`config.mk`:
```
export PLATFORM = sky130hd
export DESIGN_NAME = clkctl_regbank
export DESIGN_NICKNAME = d
export VERILOG_FILES = /design/src/rtl/clkctl_pkg.sv /design/src/rtl/clkctl_decode.sv /design/src/rtl/clkctl_cell.sv /design/src/rtl/clkctl_rdport.sv /design/src/rtl/clkctl_regbank.sv
export SDC_FILE = /design/constraint.sdc
export NUM_CORES = 1
export LEC_CHECK = 0
export CAP_MARGIN = 10
export CORE_MARGIN = 2
export CORE_UTILIZATION = 35
export DETAILED_ROUTE_END_ITERATION = 6
export GPL_TIMING_DRIVEN = 0
export PLACE_DENSITY_LB_ADDON = 0.08
export SYNTH_ARGS = -nofsm -noshare
export SYNTH_HDL_FRONTEND = slang
export SYNTH_SLANG_ARGS = --single-unit
```
`constraint.sdc`:
```
create_clock -name clk -period 1.9 [get_ports clk]
set_input_delay 0.19 -clock clk [delete_from_list [all_inputs] [get_ports clk]]
set_output_delay 0.19 -clock clk [all_outputs]
set_load 0.1 [all_outputs]
```
`src/rtl/clkctl_pkg.sv`:
```
package clkctl_pkg;
  localparam int WORD_W = 32;
  localparam int NSLOT  = 9;
  typedef logic [WORD_W-1:0] word_t;

  // slot order: mode, div0, div1, mpll, spll, gate0..2, pmr
  localparam int unsigned SLOT_IDX [NSLOT] = '{0, 1, 2, 4, 6, 8, 9, 10, 23};
  localparam word_t SLOT_RST [NSLOT] = '{
    32'h074b0b7b, 32'hff870b48, 32'h49fcfe7f, 32'h04001800, 32'h04043001,
    32'hffffffff, 32'hffffffff, 32'hffffffff, 32'h80209828};
  localparam word_t SLOT_MASK [NSLOT] = '{
    32'h3b6fdfff, 32'hff9f3fff, 32'hffffffff, 32'hbfff3fff, 32'hbfff3fff,
    32'hffffffff, 32'hffffffff, 32'hffffffff, 32'h00000000};
  localparam word_t SLOT_FORCE [NSLOT] = '{
    32'h04000000, 32'h0, 32'h0, 32'h0, 32'h0, 32'h0, 32'h0, 32'h0, 32'h0};
  // bit i refers to slot i
  localparam logic [NSLOT-1:0] SLOT_WRITABLE = 9'b0_1111_1111;
  localparam logic [NSLOT-1:0] SLOT_RECALC   = 9'b0_0001_1111;

  localparam int unsigned CONST_IDX = 18;
  localparam word_t       CONST_VAL = 32'h00004040;
endpackage

```
`src/rtl/clkctl_decode.sv`:
```
module clkctl_decode
  import clkctl_pkg::*;
#(
  parameter int ADDR_W = 10
) (
  input  logic [ADDR_W-1:0] addr,
  output logic [NSLOT-1:0]  hit,
  output logic              const_hit
);
  for (genvar i = 0; i < NSLOT; i++) begin : g_cmp
    assign hit[i] = (addr == ADDR_W'(SLOT_IDX[i]));
  end
  assign const_hit = (addr == ADDR_W'(CONST_IDX));
endmodule

```
`src/rtl/clkctl_cell.sv`:
```
module clkctl_cell
  import clkctl_pkg::*;
#(
  parameter word_t RST_VAL  = '0,
  parameter word_t MASK     = '1,
  parameter word_t FORCE    = '0,
  parameter bit    WRITABLE = 1'b1
) (
  input  logic  clk,
  input  logic  rst,
  input  logic  we,
  input  word_t wdata,
  output word_t q
);
  word_t nxt;
  assign nxt = WRITABLE ? ((wdata & MASK) | FORCE) : q;

  always_ff @(posedge clk) begin
    if (rst)     q <= RST_VAL;
    else if (we) q <= nxt;
  end

  // reset loads the fixed value
  assert_reset_load_R1: assert property (@(posedge clk) rst |=> q == RST_VAL);
  // after a write, no bit outside mask or forced set survives
  assert_unmasked_zero_R5: assert property (@(posedge clk) disable iff (rst)
    (we && WRITABLE) |=> ((q & ~MASK & ~FORCE) == '0));
endmodule

```
`src/rtl/clkctl_rdport.sv`:
```
module clkctl_rdport
  import clkctl_pkg::*;
(
  input  logic                   clk,
  input  logic                   rst,
  input  logic                   rd,
  input  logic [NSLOT-1:0]       hit,
  input  logic                   const_hit,
  input  logic [NSLOT-1:0][WORD_W-1:0] vals,
  output word_t                  rdata
);
  word_t sel;
  always_comb begin
    sel = '0;
    for (int i = 0; i < NSLOT; i++)
      if (hit[i]) sel = sel | vals[i];
    if (const_hit) sel = CONST_VAL;
  end

  always_ff @(posedge clk) begin
    if (rst)     rdata <= '0;
    else if (rd) rdata <= sel;
  end

  assert_rdata_hold_R2: assert property (@(posedge clk) disable iff (rst)
    !rd |=> $stable(rdata));
endmodule

```
`src/rtl/clkctl_regbank.sv`:
```
module clkctl_regbank
  import clkctl_pkg::*;
#(
  parameter int ADDR_W = 10
) (
  input  logic                clk,
  input  logic                rst,
  input  logic [ADDR_W-1:0]   bus_addr,
  input  logic                bus_rd,
  input  logic                bus_wr,
  input  logic [31:0]         bus_wdata,
  output logic [31:0]         bus_rdata,
  output logic                recompute,
  output logic [31:0]         cfg_mode,
  output logic [31:0]         cfg_div0,
  output logic [31:0]         cfg_div1,
  output logic [31:0]         cfg_mpll,
  output logic [31:0]         cfg_spll,
  output logic [95:0]         cfg_gate,
  output logic [31:0]         cfg_pmr
);
  logic [NSLOT-1:0]             hit;
  logic                         const_hit;
  logic [NSLOT-1:0][WORD_W-1:0] vals;
  logic                         boot_pending;
  logic                         wr_recalc;

  clkctl_decode #(.ADDR_W(ADDR_W)) u_dec (
    .addr(bus_addr), .hit(hit), .const_hit(const_hit));

  for (genvar i = 0; i < NSLOT; i++) begin : g_slot
    clkctl_cell #(
      .RST_VAL (SLOT_RST[i]),
      .MASK    (SLOT_MASK[i]),
      .FORCE   (SLOT_FORCE[i]),
      .WRITABLE(SLOT_WRITABLE[i])
    ) u_cell (
      .clk(clk), .rst(rst), .we(bus_wr && hit[i]),
      .wdata(bus_wdata), .q(vals[i]));
  end

  clkctl_rdport u_rd (
    .clk(clk), .rst(rst), .rd(bus_rd), .hit(hit), .const_hit(const_hit),
    .vals(vals), .rdata(bus_rdata));

  assign wr_recalc = bus_wr && |(hit & SLOT_RECALC);

  always_ff @(posedge clk) begin
    if (rst) begin
      boot_pending <= 1'b1;
      recompute    <= 1'b0;
    end else begin
      boot_pending <= 1'b0;
      recompute    <= boot_pending | wr_recalc;
    end
  end

  assign cfg_mode = vals[0];
  assign cfg_div0 = vals[1];
  assign cfg_div1 = vals[2];
  assign cfg_mpll = vals[3];
  assign cfg_spll = vals[4];
  assign cfg_gate = {vals[7], vals[6], vals[5]};
  assign cfg_pmr  = vals[8];

  assert_mode_pulse_R7: assert property (@(posedge clk) disable iff (rst)
    (bus_wr && bus_addr == ADDR_W'(0)) |=> recompute);
  assert_gate_quiet_R6: assert property (@(posedge clk) disable iff (rst)
    (bus_wr && !boot_pending && bus_addr >= ADDR_W'(8) && bus_addr <= ADDR_W'(10))
    |=> !recompute);
  assert_boot_pulse_R8: assert property (@(posedge clk) disable iff (rst)
    $fell(rst) |=> recompute);
  assert_const_read_R9: assert property (@(posedge clk) disable iff (rst)
    (bus_rd && bus_addr == ADDR_W'(CONST_IDX)) |=> bus_rdata == CONST_VAL);
  assert_pmr_hold_R10: assert property (@(posedge clk) disable iff (rst)
    (bus_wr && bus_addr == ADDR_W'(23)) |=> $stable(cfg_pmr));
  assert_force_bit_R3: assert property (@(posedge clk) disable iff (rst)
    cfg_mode[26]);
endmodule

```
After elaboration in Yosys (flattened, before gate mapping)
Cells that the tools add are included.

Register bits: 274. Bits of input ports: 46. Word-level logic and storage cells: 50.

Equality and inequality tests: 9. Multiplexer cells: 11. Bitwise gates (word level): 8. Reduce and logical (&&, ||, !) cells: 11.

Operator list (count): 32-bit two-way mux (9); 32-bit OR (7); 10-bit by 4-bit == test with 1-bit output (second input constant) (3); 30-bit two-way mux (1); 10-bit by 3-bit == test with 1-bit output (second input constant) (2); 10-bit by 5-bit == test with 1-bit output (second input constant) (2); 10-bit by 1-bit == test with 1-bit output (second input constant) (1); 10-bit by 2-bit == test with 1-bit output (second input constant) (1); 10-bit zero test (1); 1-bit logical AND (9); 5-bit OR reduction (1); 1-bit two-way mux (1); 1-bit OR (1).

Logic depth before layout (Yosys ltp)
Gate-level depths: netlist (run 1).

Word-level depth: 18. Depth in mapped cells: 9.

Hierarchy
From an unflattened synthesis (run 1), not the netlist that was laid out.

Cells, all modules: 1174. Area, all modules: 12253.0 um2.

By module, submodules not included: clkctl_cell at g_slot[5].u_cell ... (instances 3, cells an instance 106, area each 1199.9 um2); clkctl_rdport (instances 1, cells an instance 295, area each 2680.1 um2); clkctl_cell at g_slot[2].u_cell (instances 1, cells an instance 105, area each 1196.1 um2); clkctl_cell at g_slot[1].u_cell (instances 1, cells an instance 97, area each 1084.8 um2); clkctl_cell at g_slot[4].u_cell (instances 1, cells an instance 98, area each 1081.0 um2); clkctl_cell at g_slot[3].u_cell (instances 1, cells an instance 97, area each 1063.5 um2); clkctl_cell at g_slot[0].u_cell (instances 1, cells an instance 93, area each 1014.7 um2); clkctl_cell at g_slot[8].u_cell (instances 1, cells an instance 34, area each 247.7 um2); clkctl_decode (instances 1, cells an instance 22, area each 156.4 um2); clkctl_regbank (instances 1, cells an instance 15, area each 128.9 um2).

Worst setup path before layout (run 1)
OpenSTA, ideal clock, no wires.

Path type: input port to flip-flop. Start point: input bus_addr[4]. End point: register u_rd.rdata[2]. Arrival: 1.967 ns. Data required time: 1.820 ns. Path slack: -0.148 ns. Stages: 9. Path through: buf_2 or4_4 buf_6 or2_1 buf_6 buf_6 o22ai_1 a211oi_1 a211oi_2.

Longest elaborated chain between the ends: 18.

Ends and longest elaborated chain: start, declared (line clkctl_regbank.sv:8) `input logic [ADDR_W-1:0] bus_addr,`; 10-bit zero test (line clkctl_decode.sv:11) `assign hit[i] = (addr == ADDR_W'(SLOT_IDX[i]));`; 30-bit two-way mux (line clkctl_rdport.sv:16) `if (hit[i]) sel = sel | vals[i];`; 32-bit OR (line clkctl_rdport.sv:16); 32-bit two-way mux (line clkctl_rdport.sv:16); 32-bit OR (line clkctl_rdport.sv:16); 32-bit two-way mux (line clkctl_rdport.sv:16); 32-bit OR (line clkctl_rdport.sv:16); 32-bit two-way mux (line clkctl_rdport.sv:16); 32-bit OR (line clkctl_rdport.sv:16); 32-bit two-way mux (line clkctl_rdport.sv:16); 32-bit OR (line clkctl_rdport.sv:16); 32-bit two-way mux (line clkctl_rdport.sv:16); 32-bit OR (line clkctl_rdport.sv:16); 32-bit two-way mux (line clkctl_rdport.sv:16); 32-bit OR (line clkctl_rdport.sv:16); 32-bit two-way mux (2 in series) (line clkctl_rdport.sv:16); 32-bit two-way mux * (line clkctl_rdport.sv:17) `if (const_hit) sel = CONST_VAL;`; end signal, assigned (line clkctl_rdport.sv:22) `else if (rd) rdata <= sel;`; end, declared (line clkctl_rdport.sv:10) `output word_t rdata`.

Every way passes the cells marked *; elsewhere a longest branch is shown, timed or not. A chain may end at the register's enable or synchronous reset.

Final worst setup path (run 1)
Start point: input rst. End point: register g_slot[4].u_cell.q[12].

RTL lines: start, declared (line clkctl_regbank.sv:7) `input logic rst,`; end signal, assigned (line clkctl_cell.sv:20) `else if (we) q <= nxt;`; end, declared (line clkctl_cell.sv:13) `output word_t q`.

No word-level cell between the ends.

==> metrics.md, run 1 <==
| Metric | Value |
|---|---|
| Status | `complete, but fails checks` |
| Violated checks | `negative setup slack` |
| RSZ-0062 raised after global routing | `true` |
| Area contributors post-synth | `dfxtp_1 (44%), nand2_1 (16%), nand3b_1 (9.7%)` |
| Crit path max-delay family | `buffers and inverters` |
| Yosys reg bits | `274` |
| Buffers on Ports | `294` |
| WL/cell | `27.8 microns` |
| CTS Root Cell | `clkbuf_16` |
| Seq/Total Area, Yosys | `0.445` |
| CTS Buffer Depth | `3` |
| Core area | `0.0346 sq mm` |
| Largest family of logic cells by synthesized area | `simple AND/OR/NAND/NOR gates` |
| Largest net degree at the start of global routing | `15` |
| Proportion of synthesized area in mux cells | `0.0317` |
| Design Area, Final | `0.0183 sq mm` |
| Post-DP Area | `0.0161 sq mm` |
| GP Congestion | `0.950` |
| Final ANT Viol Nets | `0` |
| Pins Over Slew Limit | `0` |
| Synth Instances | `1507` |
| Top-area cell type share of the netlist area | `0.445` |
| Worst EP required | `2410 ps` |
| Final Util | `0.529` |
| Setup Crit Path Kind | `input port to register` |
| Setup crit end kind | `register` |
| Critical path endpoint | `g_slot[4].u_cell.q[12]` |
| CTS tree | `built` |
| Xor/xnor share of the synthesized area | `0` |
| Vias per cell | `5.62` |
| P_leak | `7.77 nW` |
| Count leader, synth | `nand2_1` |
| Vias in the first global route | `12700` |
| Skew final | `9.60 ps` |
| Syn-to-layout area delta | `48.7%` |
| Total Power | `13.2 mW` |
| Peak VDD IR | `0.719 mV` |
| Slowest CP cell | `clkbuf_1` |
| Async set-reset flop share out of synthesis | `0` |
| Post-layout min period | `1900 ps` |
| Rows | `68` |
| Total Wirelength | `66900 microns` |
| Post-synth EDFFs | `0` |
| Mapped Avg Cell Area | `8.18 sq um` |
| CP Data Arrival Time | `2410 ps` |
| Die height | `192 microns` |
| Initial antenna violation count | `2` |
| WP depth | `5` |
| CP Launch Point | `rst` |
| Starting Density | `0.356` |
| Final worst setup slack | `-2.24 ps` |
| Pwr dens | `720 mW/mm^2` |
| Layer with the highest usage | `met2` |
| CP Max Fanout | `10` |
| H-tree Lvls | `1` |
| Hold Violations, Final | `0` |
| Critical Path Source Type | `input port` |
| Worst R2R Path Depth | `5` |
| CTS buffer count | `30` |
| Yosys warns | `0` |
| DR DRC count | `0` |
| Crit-path max cell delay | `620 ps` |
| Cell mode on critical path | `clkbuf_1` |
| # Max-Cap Violations | `0` |
| First-pass GRT wire length | `91800 microns` |
| WP buf/inv | `4` |
| Via Count | `13500` |
| FILL cells | `3276` |
| Global Route met1 Usage | `0.453` |
| Clk Latency, worst-skew pair | `580 ps` |
| Drt pass-1 iters | `7` |
| Complex-gate fraction of the synthesized area | `0.142` |
| Final setup viols | `3` |
| Met2 Use GR | `0.547` |
| HPWL after detailed placement | `45700 microns` |
| Grt total ovfl | `0` |
| Min-delay src | `bus_rd` |
| Synth Area in Simple Gates | `0.296` |
| Die Area | `0.0368 sq mm` |
| Critical Path, Cell by Cell | `clkdlybuf4s50_1 > clkbuf_1 > clkbuf_1 > clkbuf_1 > nand3b_1` |
| Fmax | `526 MHz` |
| Initial DRC count | `1678` |
| Tightest Pin Transition | `946 ps` |
| Post-synth cell types | `62` |
| Synth Cell Area | `0.0123 sq mm` |
| Critical R2R Capture | `u_rd.rdata[26]` |
| Adder-cell share of the synthesized area | `0` |
| Clock sink total | `274` |
| Min-delay worst type | `input port to register` |
| Leading area contributor after synthesis | `dfxtp_1` |
| Die Width | `192 microns` |
| Reg clk slew, reported paths | `60 ps` |
| Final #Nets | `1977` |
| Layout cell share with drive strength beyond 1 | `0.286` |
| Top cells by count, synth | `nand2_1 (523), dfxtp_1 (274), nand3b_1 (159)` |
| Total Routing Usage GR | `0.354` |
| R2R Path Start | `g_slot[2].u_cell.q[26]` |
| Worst slew margin | `0.369` |
| Met3 Resource Use GR | `0.0884` |
| IO Pins | `367` |
| Final period util | `1.00` |
| R2R setup slack | `490 ps` |
| Ys flop type | `dfxtp_1` |
-- worst min-delay path by stage --
stage / end / slack, ps / depth (start not counted)
3_5_place_dp: u_rd.rdata[9] / 440 / 2
2_1_floorplan: boot_pending / 220 / 0
4_1_cts: u_rd.rdata[6] / 190 / 5
3_3_place_gp: u_rd.rdata[9] / 430 / 2
5_1_grt: u_rd.rdata[14] / 180 / 3
6_report: u_rd.rdata[6] / 180 / 3
-- final cells by class --
class                      instances  area [sq um]  share of cell area
multi-input combinational       1092          6110               0.333
clock buffer                      46           932              0.0508
tap                              455           569              0.0311
buffer                           183          1400              0.0762
clock inverter                     8          65.1             0.00355
timing repair buffer             348          3760               0.205
inverter                           2          7.51            0.000409
sequential                       274          5490               0.299
antenna                            2          5.00            0.000273
-- through the flow --
step / hold WS (ps) / setup slack, ps / setup TNS, ps / cells
after global placement: 434 / -2380 / -319440 / 2302
after floorplan: 218 / -5.93 / -11.2 / 1553
after CTS: 190 / 3.76 / 0 / 2392
final: 178 / -2.24 / -4.73 / 2410
after detailed placement: 444 / -1780 / -306790 / 2306
after global routing: 183 / -15.1 / -23.2 / 2408
-- what timing repair did --
item                                   4_1_cts  5_1_grt
resized for setup                          946       75
buffers inserted                            11       15
pin swaps                                    3        7
hold buffers                                22        0
setup endpoints to repair                  546      222
cloned                                       1        1
endpoints found under the hold margin      176        0
-- cells in the final DEF (no fill, tap or decap), types with 6 or more instances in the layout --
master,count
a22oi_1,33
clkbuf_8,14
a22o_1,17
clkdlybuf4s15_2,274
o21ai_0,15
dfxtp_1,273
nand2_1,519
o32ai_1,7
buf_6,25
clkbuf_4,8
a222oi_1,10
nor2_1,13
clkdlybuf4s50_1,12
clkbuf_2,30
conb_1,48
nand3b_1,159
mux2i_1,39
buf_4,108
dlygate4sd3_1,22
and2_1,6
o2bb2ai_1,10
clkbuf_1,24
nor3_1,9
clkinv_2,7
clkbuf_16,32
a21oi_1,96
buf_2,15
a211oi_1,11
a221oi_1,21
-- routing by layer --
layer	part of all wire	up-vias
met5	0.00016	-
met4	0.062	2
met3	0.12	225
met2	0.43	955
met1	0.39	6430
li1	-	5927
-- power breakdown --
part / internal, mW / total (mW) / switching (mW)
logic: 0.354 / 1.39 / 1.04
clock network: 3.48 / 6.04 / 2.56
registers: 5.75 / 5.76 / 0.00765
total: 9.59 / 13.2 / 3.61
-- registers in the layout, summed over array words and instances, names as in the netlist --
register / count
boot_pending: 1
g_slot.u_cell.q: 240
recompute: 1
u_rd.rdata: 32
-- kinds of logic (layout without fill, tap and decap cells) --
group / after synthesis / in the layout
AND/OR/NAND/NOR: 754 / 754
flip-flops: 274 / 274
AO/OA/AOI/OAI: 251 / 251
buffers and inverters: 187 / 587
multiplexers: 39 / 39
other: 2 / 50
-- tightest hold or removal path: stages --
cell	delay [ps]
dlymetal6s2s_1	290
nor2_1	170
a211oi_1	50
(Power assumes the default switching activity.)
==> run 2, diff against run 1 <==
--- a/config.mk
+++ b/config.mk
@@ -8,6 +8,7 @@
 export CAP_MARGIN = 10
 export CORE_MARGIN = 2
 export CORE_UTILIZATION = 35
+export CTS_CLUSTER_SIZE = 14
 export DETAILED_ROUTE_END_ITERATION = 6
 export GPL_TIMING_DRIVEN = 0
 export PLACE_DENSITY_LB_ADDON = 0.08
==> results of run 2 <==
Final layout, timing and power as in run 1 (identical DEF).
==> run 3, diff against run 2 <==
--- a/config.mk
+++ b/config.mk
@@ -12,6 +12,7 @@
 export DETAILED_ROUTE_END_ITERATION = 6
 export GPL_TIMING_DRIVEN = 0
 export PLACE_DENSITY_LB_ADDON = 0.08
+export SKIP_CTS_REPAIR_TIMING = 1
 export SYNTH_ARGS = -nofsm -noshare
 export SYNTH_HDL_FRONTEND = slang
 export SYNTH_SLANG_ARGS = --single-unit
==> metrics.md, run 3 (synthesized netlist as in run 1, its figures left out) <==
| Metric | Value |
|---|---|
| Die height | `192 microns (unchanged)` |
| Post-layout min period | `1970 ps (+64.2 ps)` |
| CTS tree | `built` |
| WP buf/inv | `4 (unchanged)` |
| Total area of multi-input combinational cells | `0.00609 sq mm (-0.27%)` |
| Fmax | `509 MHz (-3.3%)` |
| Design Area, Final | `0.0166 sq mm (-9.5%)` |
| Final period util | `1.03 (+0.0338)` |
| Grt total ovfl | `0 (unchanged)` |
| Most flop-heavy register | `g_slot.u_cell.q` |
| Peak VDD IR | `0.719 mV (about the same)` |
| Min-delay worst type | `input port to register` |
| Worst EP required | `2320 ps (-90 ps)` |
| Layout cell share with drive strength beyond 1 | `0.257 (-0.0290)` |
| Tightest Pin Transition | `997 ps (+50.8 ps)` |
| CTS Root Cell | `clkbuf_16` |
| Clk Latency, worst-skew pair | `570 ps (about the same)` |
| Crit path max-delay family | `buffers and inverters` |
| P_leak | `7.72 nW (-0.57%)` |
| Final worst setup slack | `-66.4 ps (-64.2 ps)` |
| Total Power | `13.2 mW (about the same)` |
| Via Count | `13600 (+0.21%)` |
| Worst slew margin | `0.334 (-0.0350)` |
| Worst R2R Path Depth | `5 (unchanged)` |
| HPWL after detailed placement | `45700 microns (unchanged)` |
| Number of flip-flops in the largest register | `240 (unchanged)` |
| IO Pins | `367 (unchanged)` |
| Setup Crit Path Kind | `input port to register` |
| Crit-path max cell delay | `650 ps (+30 ps)` |
| Buffers on Ports | `294 (unchanged)` |
| RSZ-0062 raised after global routing | `true` |
| WHS Path Cells | `3 (unchanged)` |
| Leading cell type in the layout, fill and taps excluded | `nand2_1` |
| Slowest CP cell | `clkbuf_1` |
| Critical Path, Cell by Cell | `clkdlybuf4s50_1 > clkbuf_1 > clkbuf_2 > clkbuf_1 > a21oi_1` |
| GP Congestion | `0.950 (unchanged)` |
| Final setup viols | `22 (+19)` |
| DR DRC count | `0 (unchanged)` |
| Largest net degree at the start of global routing | `15 (unchanged)` |
| Drt pass-1 iters | `7 (unchanged)` |
| Setup crit end kind | `register` |
| Hold Violations, Final | `8 (+8)` |
| Pwr dens | `794 mW/mm^2 (+10%)` |
| Hold_ws | `-25.6 ps (-204 ps)` |
| Initial DRC count | `1781 (+6.1%)` |
| Status | `complete, but fails checks` |
| Core area | `0.0346 sq mm (unchanged)` |
| Final ANT Viol Nets | `0 (unchanged)` |
| Critical Path Source Type | `input port` |
| Post-DP Area | `0.0161 sq mm (unchanged)` |
| Initial antenna violation count | `3 (+1)` |
| Starting Density | `0.356 (unchanged)` |
| # Max-Cap Violations | `0 (unchanged)` |
| Die Area | `0.0368 sq mm (unchanged)` |
| Final #Nets | `1964 (-0.66%)` |
| Total Wirelength | `66500 microns (-0.57%)` |
| Cell Count Post-Placement | `2306 (unchanged)` |
| CP Max Fanout | `10 (unchanged)` |
| Total Routing Usage GR | `0.350 (-0.00380)` |
| Largest registers | `g_slot.u_cell.q x240, u_rd.rdata x32` |
| Vias per cell | `5.66 (+0.72%)` |
| Reg clk slew, reported paths | `60 ps (about the same)` |
| CTS Buffer Depth | `3 (unchanged)` |
| WP depth | `5 (unchanged)` |
| Clock sink total | `274 (unchanged)` |
| Register area | `0.00549 sq mm (unchanged)` |
| WL/cell | `27.7 microns (about the same)` |
| CTS buffer count | `30 (unchanged)` |
| CP Data Arrival Time | `2380 ps (-30 ps)` |
| FILL cells | `3478 (+6.2%)` |
| Violated checks | `negative hold slack, negative setup slack` |
| Syn-to-layout area delta | `34.6%` |
| First-pass GRT wire length | `90700 microns (-1.2%)` |
| Pins Over Slew Limit | `0 (unchanged)` |
| Skew final | `7.22 ps (-2.39 ps)` |
| Dpl ws | `-1780 ps (unchanged)` |
| Die Width | `192 microns (unchanged)` |
| H-tree Lvls | `1 (unchanged)` |
| Vias in the first global route | `12500 (-2.0%)` |
| Rows | `68 (unchanged)` |
| Finished Layout Cells | `2398 (-0.50%)` |
| Cell mode on critical path | `clkbuf_1` |
| Most frequent cells in the layout | `nand2_1 (520), dfxtp_1 (273), clkbuf_2 (264)` |
==> run 3: changes by cell type in the layout (fill, tap and decap cells not counted), sizes merged <==
| cell | previous run | this run |
|---|---|---|
| clkdlybuf4s15 | 274 | 0 |
| diode | 2 | 3 |
| dlymetal6s2s | 1 | 44 |
| dlygate4sd3 | 22 | 21 |
| buf | 158 | 132 |
| clkbuf | 108 | 355 |
| dlygate4sd2 | 2 | 0 |
==> run 3: final cells by class <==
class / instances / share of cell area
clock buffers: 46 / 0.0562
diodes: 3 / 0.000452
well taps: 455 / 0.0343
inverters: 2 / 0.000452
clock inverters: 8 / 0.00392
flip-flops and latches: 274 / 0.330
plain buffers: 182 / 0.0721
repair buffers: 336 / 0.135
multi-input cells: 1092 / 0.367
==> run 3: worst register-to-register path, stage by stage (launching register included) <==
cell	delay [ps]
dfxtp_2	370
nor2b_1	50
or4_1	410
o21ai_0	100
a22oi_1	90
a221oi_1	270
==> run 3: path summary, 6_finish.rpt <==
| path | start | to | slack, ps |
|---|---|---|---|
| setup / recovery | rst | g_slot[4].u_cell.q[8] | -70 |
| hold / removal | bus_wdata[0] | g_slot[1].u_cell.q[0] | -30 |
| setup reg to reg | g_slot[2].u_cell.q[26] | u_rd.rdata[26] | 520 |
| hold reg to reg | u_rd.rdata[8] | u_rd.rdata[8] | 450 |
==> run 3: power by group <==
part,leakage [nW],internal [mW],switching [mW]
logic,5.01,0.348,1.03
clock network,0.501,3.48,2.56
registers,2.21,5.75,0.00734
total,7.72,9.58,3.60
==> run 3: routing by layer <==
layer | global-route usage | wire length, microns | part of all wire | up-vias
li1 | - | - | - | 5899
met4 | 0.169 | 3450 | 0.052 | 2
met5 | 0 | 11 | 0.00017 | -
met1 | 0.456 | 25900 | 0.39 | 6489
met3 | 0.0802 | 7960 | 0.12 | 204
met2 | 0.545 | 29200 | 0.44 | 974
==> run 3: stage by stage <==
stage | util | hold WS, ps | setup TNS, ps
2_1_floorplan | - | 218 | -11.2
3_3_place_gp | 0.464 | 434 | -319440
3_5_place_dp | 0.466 | 444 | -306790
4_1_cts | 0.495 | -97.0 | -260680
5_1_grt | 0.479 | 1.40 | -99.3
6_report | 0.479 | -25.6 | -585
